$ cat src/rtl/cshift_pkg.sv
package cshift_pkg;

   // Order in which the upstream transform delivers the bins of a frame
   typedef enum logic {
      ORD_NATURAL = 1'b0,
      ORD_BITREV  = 1'b1
   } order_e;

endpackage

$ cat src/rtl/cshift_ram.sv
// Simple dual-port RAM: one write port, one registered read port.
module cshift_ram #(
   parameter int DW    = 16,
   parameter int DEPTH = 128,
   localparam int AW   = $clog2(DEPTH)
) (
   input  logic          clk,
   input  logic          wr_en,
   input  logic [AW-1:0] wr_addr,
   input  logic [DW-1:0] wr_data,
   input  logic          rd_en,
   input  logic [AW-1:0] rd_addr,
   output logic [DW-1:0] rd_q
);

   logic [DW-1:0] mem [DEPTH];

   always_ff @(posedge clk) begin
      if (wr_en) begin
         mem[wr_addr] <= wr_data;
      end
      if (rd_en) begin
         rd_q <= mem[rd_addr];
      end
   end

endmodule

$ cat src/rtl/cshift_wr_ctrl.sv
// Write-side sequencer: aligns on the first start flag, counts arrivals,
// alternates banks per frame and tracks which banks hold a complete frame.
module cshift_wr_ctrl #(
   parameter int NPTS = 64,
   localparam int AW  = $clog2(NPTS)
) (
   input  logic          clk,
   input  logic          rst_n,
   input  logic          in_valid,
   input  logic          in_sof,
   input  logic          rel_en,
   input  logic          rel_bank,
   output logic          wr_en,
   output logic [AW:0]   wr_addr,
   output logic          wbank,
   output logic [AW-1:0] wcnt,
   output logic [1:0]    bank_full
);

   localparam logic [AW-1:0] LAST = AW'(NPTS - 1);

   logic aligned;
   logic accept;
   logic frame_end;

   assign accept    = in_valid && (aligned || in_sof);
   assign frame_end = accept && (wcnt == LAST);
   assign wr_en     = accept;
   assign wr_addr   = {wbank, wcnt};

   always_ff @(posedge clk) begin
      if (!rst_n) begin
         aligned   <= 1'b0;
         wbank     <= 1'b0;
         wcnt      <= '0;
         bank_full <= 2'b00;
      end else begin
         if (in_valid && in_sof) begin
            aligned <= 1'b1;
         end
         if (accept) begin
            wcnt <= frame_end ? '0 : wcnt + 1'b1;
            if (frame_end) begin
               wbank <= ~wbank;
            end
         end
         if (rel_en) begin
            bank_full[rel_bank] <= 1'b0;
         end
         if (frame_end) begin
            bank_full[wbank] <= 1'b1;
         end
      end
   end

endmodule

$ cat src/rtl/cshift_rd_ctrl.sv
// Read-side address generator. Walks output positions 0..NPTS-1 and maps
// each to the RAM offset that holds bin (pos XOR NPTS/2). It issues a read
// only once that offset has been written.
module cshift_rd_ctrl #(
   parameter int                 NPTS     = 64,
   parameter cshift_pkg::order_e IN_ORDER = cshift_pkg::ORD_NATURAL,
   localparam int                AW       = $clog2(NPTS)
) (
   input  logic          clk,
   input  logic          rst_n,
   input  logic          wbank,
   input  logic [AW-1:0] wcnt,
   input  logic [1:0]    bank_full,
   output logic          rd_en,
   output logic [AW:0]   rd_addr,
   output logic          rd_first,
   output logic          rel_en,
   output logic          rel_bank
);

   localparam logic [AW-1:0] LAST = AW'(NPTS - 1);
   localparam logic [AW-1:0] HALF = AW'(NPTS / 2);

   logic          rbank;
   logic [AW-1:0] rpos;
   logic [AW-1:0] map_off;
   logic          partial_ok;

   generate
      if (IN_ORDER == cshift_pkg::ORD_NATURAL) begin : g_nat
         // bin k XOR N/2 is stored at offset k XOR N/2: flip the MSB
         assign map_off = rpos ^ HALF;
      end else begin : g_rev
         // bin n is stored at offset bitrev(n); bitrev(k XOR N/2) flips the LSB
         logic [AW-1:0] rpos_rev;
         for (genvar gi = 0; gi < AW; gi++) begin : g_bit
            assign rpos_rev[gi] = rpos[AW-1-gi];
         end
         assign map_off = rpos_rev ^ AW'(1);
      end
   endgenerate

   assign partial_ok = (wbank == rbank) && (wcnt > map_off);
   assign rd_en      = bank_full[rbank] || partial_ok;
   assign rd_addr    = {rbank, map_off};
   assign rd_first   = rd_en && (rpos == '0);
   assign rel_en     = rd_en && (rpos == LAST);
   assign rel_bank   = rbank;

   always_ff @(posedge clk) begin
      if (!rst_n) begin
         rbank <= 1'b0;
         rpos  <= '0;
      end else if (rd_en) begin
         rpos <= (rpos == LAST) ? '0 : rpos + 1'b1;
         if (rpos == LAST) begin
            rbank <= ~rbank;
         end
      end
   end

endmodule

$ cat src/rtl/cshift_top.sv
// Centering reorder buffer for FFT output frames.
module cshift_top #(
   parameter int                 NPTS     = 64,
   parameter int                 DW       = 16,
   parameter cshift_pkg::order_e IN_ORDER = cshift_pkg::ORD_NATURAL,
   localparam int                AW       = $clog2(NPTS)
) (
   input  logic          clk,
   input  logic          rst_n,
   input  logic          in_valid,
   input  logic          in_sof,
   input  logic [DW-1:0] in_data,
   output logic          out_valid,
   output logic          out_sof,
   output logic [DW-1:0] out_data
);

   generate
      if (NPTS < 8 || NPTS > 4096 || (NPTS & (NPTS - 1)) != 0) begin : g_bad_npts
         $error("cshift_top: NPTS must be a power of two in 8..4096");
      end
      if (DW < 1) begin : g_bad_dw
         $error("cshift_top: DW must be at least 1");
      end
   endgenerate

   logic          wr_en;
   logic [AW:0]   wr_addr;
   logic          wbank;
   logic [AW-1:0] wcnt;
   logic [1:0]    bank_full;
   logic          rd_en;
   logic [AW:0]   rd_addr;
   logic          rd_first;
   logic          rel_en;
   logic          rel_bank;

   cshift_wr_ctrl #(.NPTS(NPTS)) u_wr (
      .clk       (clk),
      .rst_n     (rst_n),
      .in_valid  (in_valid),
      .in_sof    (in_sof),
      .rel_en    (rel_en),
      .rel_bank  (rel_bank),
      .wr_en     (wr_en),
      .wr_addr   (wr_addr),
      .wbank     (wbank),
      .wcnt      (wcnt),
      .bank_full (bank_full)
   );

   cshift_rd_ctrl #(.NPTS(NPTS), .IN_ORDER(IN_ORDER)) u_rd (
      .clk       (clk),
      .rst_n     (rst_n),
      .wbank     (wbank),
      .wcnt      (wcnt),
      .bank_full (bank_full),
      .rd_en     (rd_en),
      .rd_addr   (rd_addr),
      .rd_first  (rd_first),
      .rel_en    (rel_en),
      .rel_bank  (rel_bank)
   );

   cshift_ram #(.DW(DW), .DEPTH(2 * NPTS)) u_ram (
      .clk     (clk),
      .wr_en   (wr_en),
      .wr_addr (wr_addr),
      .wr_data (in_data),
      .rd_en   (rd_en),
      .rd_addr (rd_addr),
      .rd_q    (out_data)
   );

   // Flags follow the RAM's one-cycle read latency
   always_ff @(posedge clk) begin
      if (!rst_n) begin
         out_valid <= 1'b0;
         out_sof   <= 1'b0;
      end else begin
         out_valid <= rd_en;
         out_sof   <= rd_first;
      end
   end

endmodule

$ cat config.mk
export PLATFORM = sky130hd
export DESIGN_NAME = cshift_top
export DESIGN_NICKNAME = d
export VERILOG_FILES = /design/src/rtl/cshift_pkg.sv /design/src/rtl/cshift_ram.sv /design/src/rtl/cshift_wr_ctrl.sv /design/src/rtl/cshift_rd_ctrl.sv /design/src/rtl/cshift_top.sv
export SDC_FILE = /design/constraint.sdc
export NUM_CORES = 2
export LEC_CHECK = 0
export ABC_CLOCK_PERIOD_IN_PS = 4900
export BUFFER_PORTS_ARGS = -buffer_cell sky130_fd_sc_hd__buf_4
export CORE_MARGIN = 5
export CORE_UTILIZATION = 55
export CTS_BUF_LIST = sky130_fd_sc_hd__clkbuf_16
export DETAILED_ROUTE_END_ITERATION = 10
export PLACE_DENSITY = 0.71
export RECOVER_POWER = 25
export SETUP_SLACK_MARGIN = 0.1
export SLEW_MARGIN = 40
export SYNTH_ARGS = -nofsm -noshare
export SYNTH_HDL_FRONTEND = slang
export SYNTH_SLANG_ARGS = --single-unit
$ cat constraint.sdc
create_clock -name clk -period 4.9 [get_ports clk]
set_input_delay 0.49 -clock clk [delete_from_list [all_inputs] [get_ports clk]]
set_output_delay 0.49 -clock clk [all_outputs]
set_load 0.01 [all_outputs]
==> impl_metrics.py <==
metrics = {
    "synth": {
        "syn_area_um2": 80490,
        "ys.flop_type": "edfxtp_1",
        "syn_inst": 3778,
        "yosysSeqAreaShare": 0.7748,
        "async_flop_share": 0,
        "synthDistinctLibCells": 60,
        "synth-edff-count": 2064,
        "ys_seq_elements": 2083,
        "syn_avg_cell_area_um2": 21.30,
        "ys.warnings.count": 0,
        "synth_nets": 3807,
    },
    "worst_setup_path": {
        "crit_start": "u_rd.rpos[3]$_SDFFE_PN0P_",
        "worst_r2r_path_depth": 11,
        "crit_type": "register to register",
        "critPathLaunchType": "register",
        "worstPathMaxFanout": 22,
        "crit_path_end_kind": "register",
        "crit_chain": "buf_4 > clkinv_2 > ha_1 > nand4_1 > o21ai_0 > a21oi_1 > o21ai_1 > clkinv_1 > buf_4 > nand4_1 > a21oi_1",
        "path_buf_inv": 4,
        "arrival_ns": 4.53,
        "rr_startpoint": "u_rd.rpos[3]$_SDFFE_PN0P_",
        "crit_end": "u_rd.rpos[3]$_SDFFE_PN0P_",
        "slowest_delay_ns": 0.61,
        "ff2ff_setup_slack_ns": 1.09,
        "worst_path_dominant_cell_family": "buffers and inverters",
        "required_ns": 5.62,
        "cp.depth": 11,
        "slowest_stage": "clkinv_2",
        "rr_endpoint": "u_rd.rpos[3]$_SDFFE_PN0P_",
    },
    "final_layout": {
        "syn_to_final_growth_pct": 12.59,
        "nets": 4086,
        "nFillCells": 9755,
        "layout-drive-gt1-share": 0.2614,
    },
    "global_routing": {
        "antenna_found_initial": 9,
        "grt_pass1_vias": 39820,
        "gr-usage-met2": 0.4150,
        "grt_pass1_wl_um": 292700,
        "grt_use_met3": 0.06381,
        "gr-total-overflow": 0,
        "busiest_layer": "met2",
        "track_usage": 0.2678,
        "grt_max_degree": 94,
        "use_met1": 0.3877,
    },
    "timing": {
        "fin_tns_setup_ns": 0,
        "grt_setup_unrepaired": "false",
        "skew_ns": 0.03907,
        "fmax_mhz": 262.4,
        "setup_violations": 0,
        "slew_viol_final": 1079,
        "worst_pin_slew_ns": 4.126,
        "hold_viol": 0,
        "finalCriticalPeriod_ns": 3.812,
        "finalCritPeriodShare": 0.7779,
        "slew-limit-headroom": -1.751,
    },
    "detailed_routing": {
        "vias": 40620,
        "routed_wl_um": 204000,
        "final_antenna_net_count": 0,
        "avgRoutedWirePerCell_um": 33.20,
        "first_pass_iters": 8,
        "post-route-drc-count": 0,
        "drt_iter0_markers": 6081,
        "via_per_inst": 6.610,
    },
    "floorplanning": {
        "dieHeight_um": 392.5,
        "die-width_um": 392.5,
        "dieArea_um2": 154100,
        "start_util": 0.5529,
        "fp-row-count": 140,
        "core-area_um2": 145600,
        "io_pins": 38,
    },
    "worst_hold_path": {
        "worstHoldPathType": "input pin to register",
    },
    "cts": {
        "clock_sinks": 2083,
        "cts_buffers": 198,
        "clk_latency_ns": 0.85,
        "postCtsSetupRepairBufs": 0,
        "ctsHoldBuffers": 3,
        "cts.clk_slew.worst_paths_ns": 0.06,
        "cts_resized": 0,
        "cts_root_buf": "clkbuf_16",
        "cts_max_level": 4,
        "cts_tree": "done",
        "cts_buffer_depth": 3,
    },
    "flow_run": {
        "maxCapViolations": 17,
    },
    "pwr": {
        "p_per_area_nw_per_um2": 384.7,
        "ir_drop_mv": 0.5312,
        "power_mw": 34.86,
        "p_leak_nw": 28.35,
    },
    "outcome": {
        "violations": "capacitance limit, slew limit",
        "status": "finished, violations left",
    },
    "placed_design": {
        "gp_congestion": 0.9115,
        "portBuffers": 37,
        "dp_hpwl_um": 122600,
    },
}
sequential cells by signal, indices dropped and copies added (netlist names):
register	flops
out_sof	1
out_valid	1
u_ram.mem	2048
u_ram.rd_q	16
u_rd.rel_bank	1
u_rd.rpos	6
u_wr.aligned	1
u_wr.bank_full	2
u_wr.wbank	1
u_wr.wcnt	6
final cells by class:
class                           instances  area [µm²]  share of cell area
Clock inverter                        172        1416             0.01563
Timing Repair Buffer                  288        2365             0.02610
Clock buffer                          198        4955             0.05468
Sequential cell                      2083       62370              0.6883
Multi-Input combinational cell       1471       17050              0.1881
Antenna cell                            1       2.502          0.00002761
Inverter                               15       62.56           0.0006904
Tap cell                             1917        2399             0.02647
cell usage in the layout (no fill, tap or decap), types with 9 or more instances in the layout:
master | Yosys | layout
mux2_2 | 33 | 33
nand3_1 | 87 | 87
clkbuf_1 | 65 | 19
a31oi_1 | 35 | 29
clkinv_1 | 5 | 65
clkbuf_16 | 0 | 198
mux4_2 | 495 | 495
edfxtp_1 | 2064 | 2064
bufinv_16 | 0 | 16
buf_4 | 50 | 244
dfxtp_1 | 19 | 14
nor2_2 | 0 | 13
nor2b_1 | 18 | 18
a32oi_1 | 14 | 14
inv_1 | 8 | 49
o21ai_0 | 16 | 16
and3_1 | 15 | 15
mux2i_1 | 106 | 106
clkinv_2 | 0 | 25
a22oi_1 | 21 | 21
ha_1 | 9 | 9
a21oi_1 | 40 | 40
nor2_1 | 159 | 146
o22ai_1 | 28 | 28
nand2_1 | 257 | 256
o221ai_1 | 21 | 21
a211oi_1 | 15 | 15
buf_12 | 0 | 21
layer usage:
metal  up-vias  routed length (µm)  part of all wire
met2      2631               97190              0.48
met3       365               23450              0.11
li1      16290                   -                 -
met5         -                  27           0.00013
met1     21330               76870              0.38
met4         4                6498             0.032
cell families (layout without fill, tap and decap cells):
group,Yosys count,count (layout),share of synthesized area
AO/OA/AOI/OAI,240,240,0.02089
XOR/XNOR,4,4,0.0004354
adder cells (fa/ha/maj),9,9,0.001399
buffers and inverters,224,673,0.01499
flip-flops,2083,2083,0.7748
multiplexers,634,634,0.1563
other,0,1,0
AND/OR/NAND/NOR,584,584,0.03118
power by group:
| group | switching (mW) | internal (mW) |
|---|---|---|
| Sequential | 0.00634 | 19.6 |
| Combinational | 0.341 | 0.0328 |
| Clock | 6.62 | 8.25 |
| Total | 6.97 | 27.9 |
worst min-delay path by stage:
| stage | slack (ns) | to | cells past startpoint | start |
|---|---|---|---|---|
| after floorplan | 0.45 | u_wr.aligned$_SDFFE_PN0P_ | 2 | u_wr.aligned$_SDFFE_PN0P_ |
| after global placement | 0.47 | u_wr.aligned$_SDFFE_PN0P_ | 2 | u_wr.aligned$_SDFFE_PN0P_ |
| after detailed placement | 0.49 | u_wr.aligned$_SDFFE_PN0P_ | 2 | u_wr.aligned$_SDFFE_PN0P_ |
| after CTS | 0.06 | u_ram.mem[103][14]$_DFFE_PP_ | 1 | in_data[14] |
| after global routing | 0.25 | u_wr.wcnt[1]$_SDFFE_PN0P_ | 4 | in_valid |
| final | 0.26 | u_wr.wcnt[1]$_SDFFE_PN0P_ | 4 | in_valid |
metrics by stage:
stage,instance area (µm²),hold slack [ns],util,cells,worst slack [ns]
4_1_cts,90670,0.05948,0.6229,6141,1.098
3_5_place_dp,84270,0.4925,0.5789,5768,1.085
2_1_floorplan,80490,0.4539,-,3778,1.341
6_report,90620,0.2629,0.6225,6145,1.088
3_3_place_gp,84130,0.4651,0.5779,5767,0.8610
5_1_grt,90620,0.2485,0.6225,6144,0.9404
worst register-to-register path, delay by kind of cell (launching register included):
kind,cells,cell delay [ns]
flip-flops,1,0.33
buffers and inverters,4,1.91
AO/OA/AOI/OAI,4,0.57
AND/OR/NAND/NOR,2,0.29
adder cells (fa/ha/maj),1,0.58
Yosys cell counts (5+ instances only):
library cell | number | area, µm²
a32oi_1 | 14 | 122.6
o211ai_1 | 5 | 37.54
mux2_2 | 33 | 371.6
and3_1 | 15 | 93.84
a311oi_1 | 5 | 43.79
or2_2 | 5 | 31.28
a31oi_1 | 35 | 219.0
o221ai_1 | 21 | 183.9
ha_1 | 9 | 112.6
nand4_1 | 7 | 43.79
inv_1 | 8 | 30.03
nand2_1 | 257 | 964.7
a211oi_1 | 15 | 112.6
clkbuf_1 | 65 | 244.0
dfxtp_1 | 19 | 380.4
nor3_1 | 9 | 45.04
a221oi_1 | 6 | 52.55
a21oi_1 | 40 | 200.2
nor2b_1 | 18 | 112.6
o21ai_0 | 16 | 80.08
buf_6 | 12 | 135.1
mux4_2 | 495 | 11150
nand3_1 | 87 | 435.4
nor2_1 | 159 | 596.8
edfxtp_1 | 2064 | 61980
o22ai_1 | 28 | 175.2
buf_4 | 50 | 375.4
clkinv_1 | 5 | 18.77
o21a_1 | 5 | 37.54
a22oi_1 | 21 | 157.7
mux2i_1 | 106 | 1061
buf_2 | 70 | 350.3
buf_1 | 12 | 45.04
and2_1 | 6 | 37.54
Note: power is estimated with default switching activity, not from simulation.
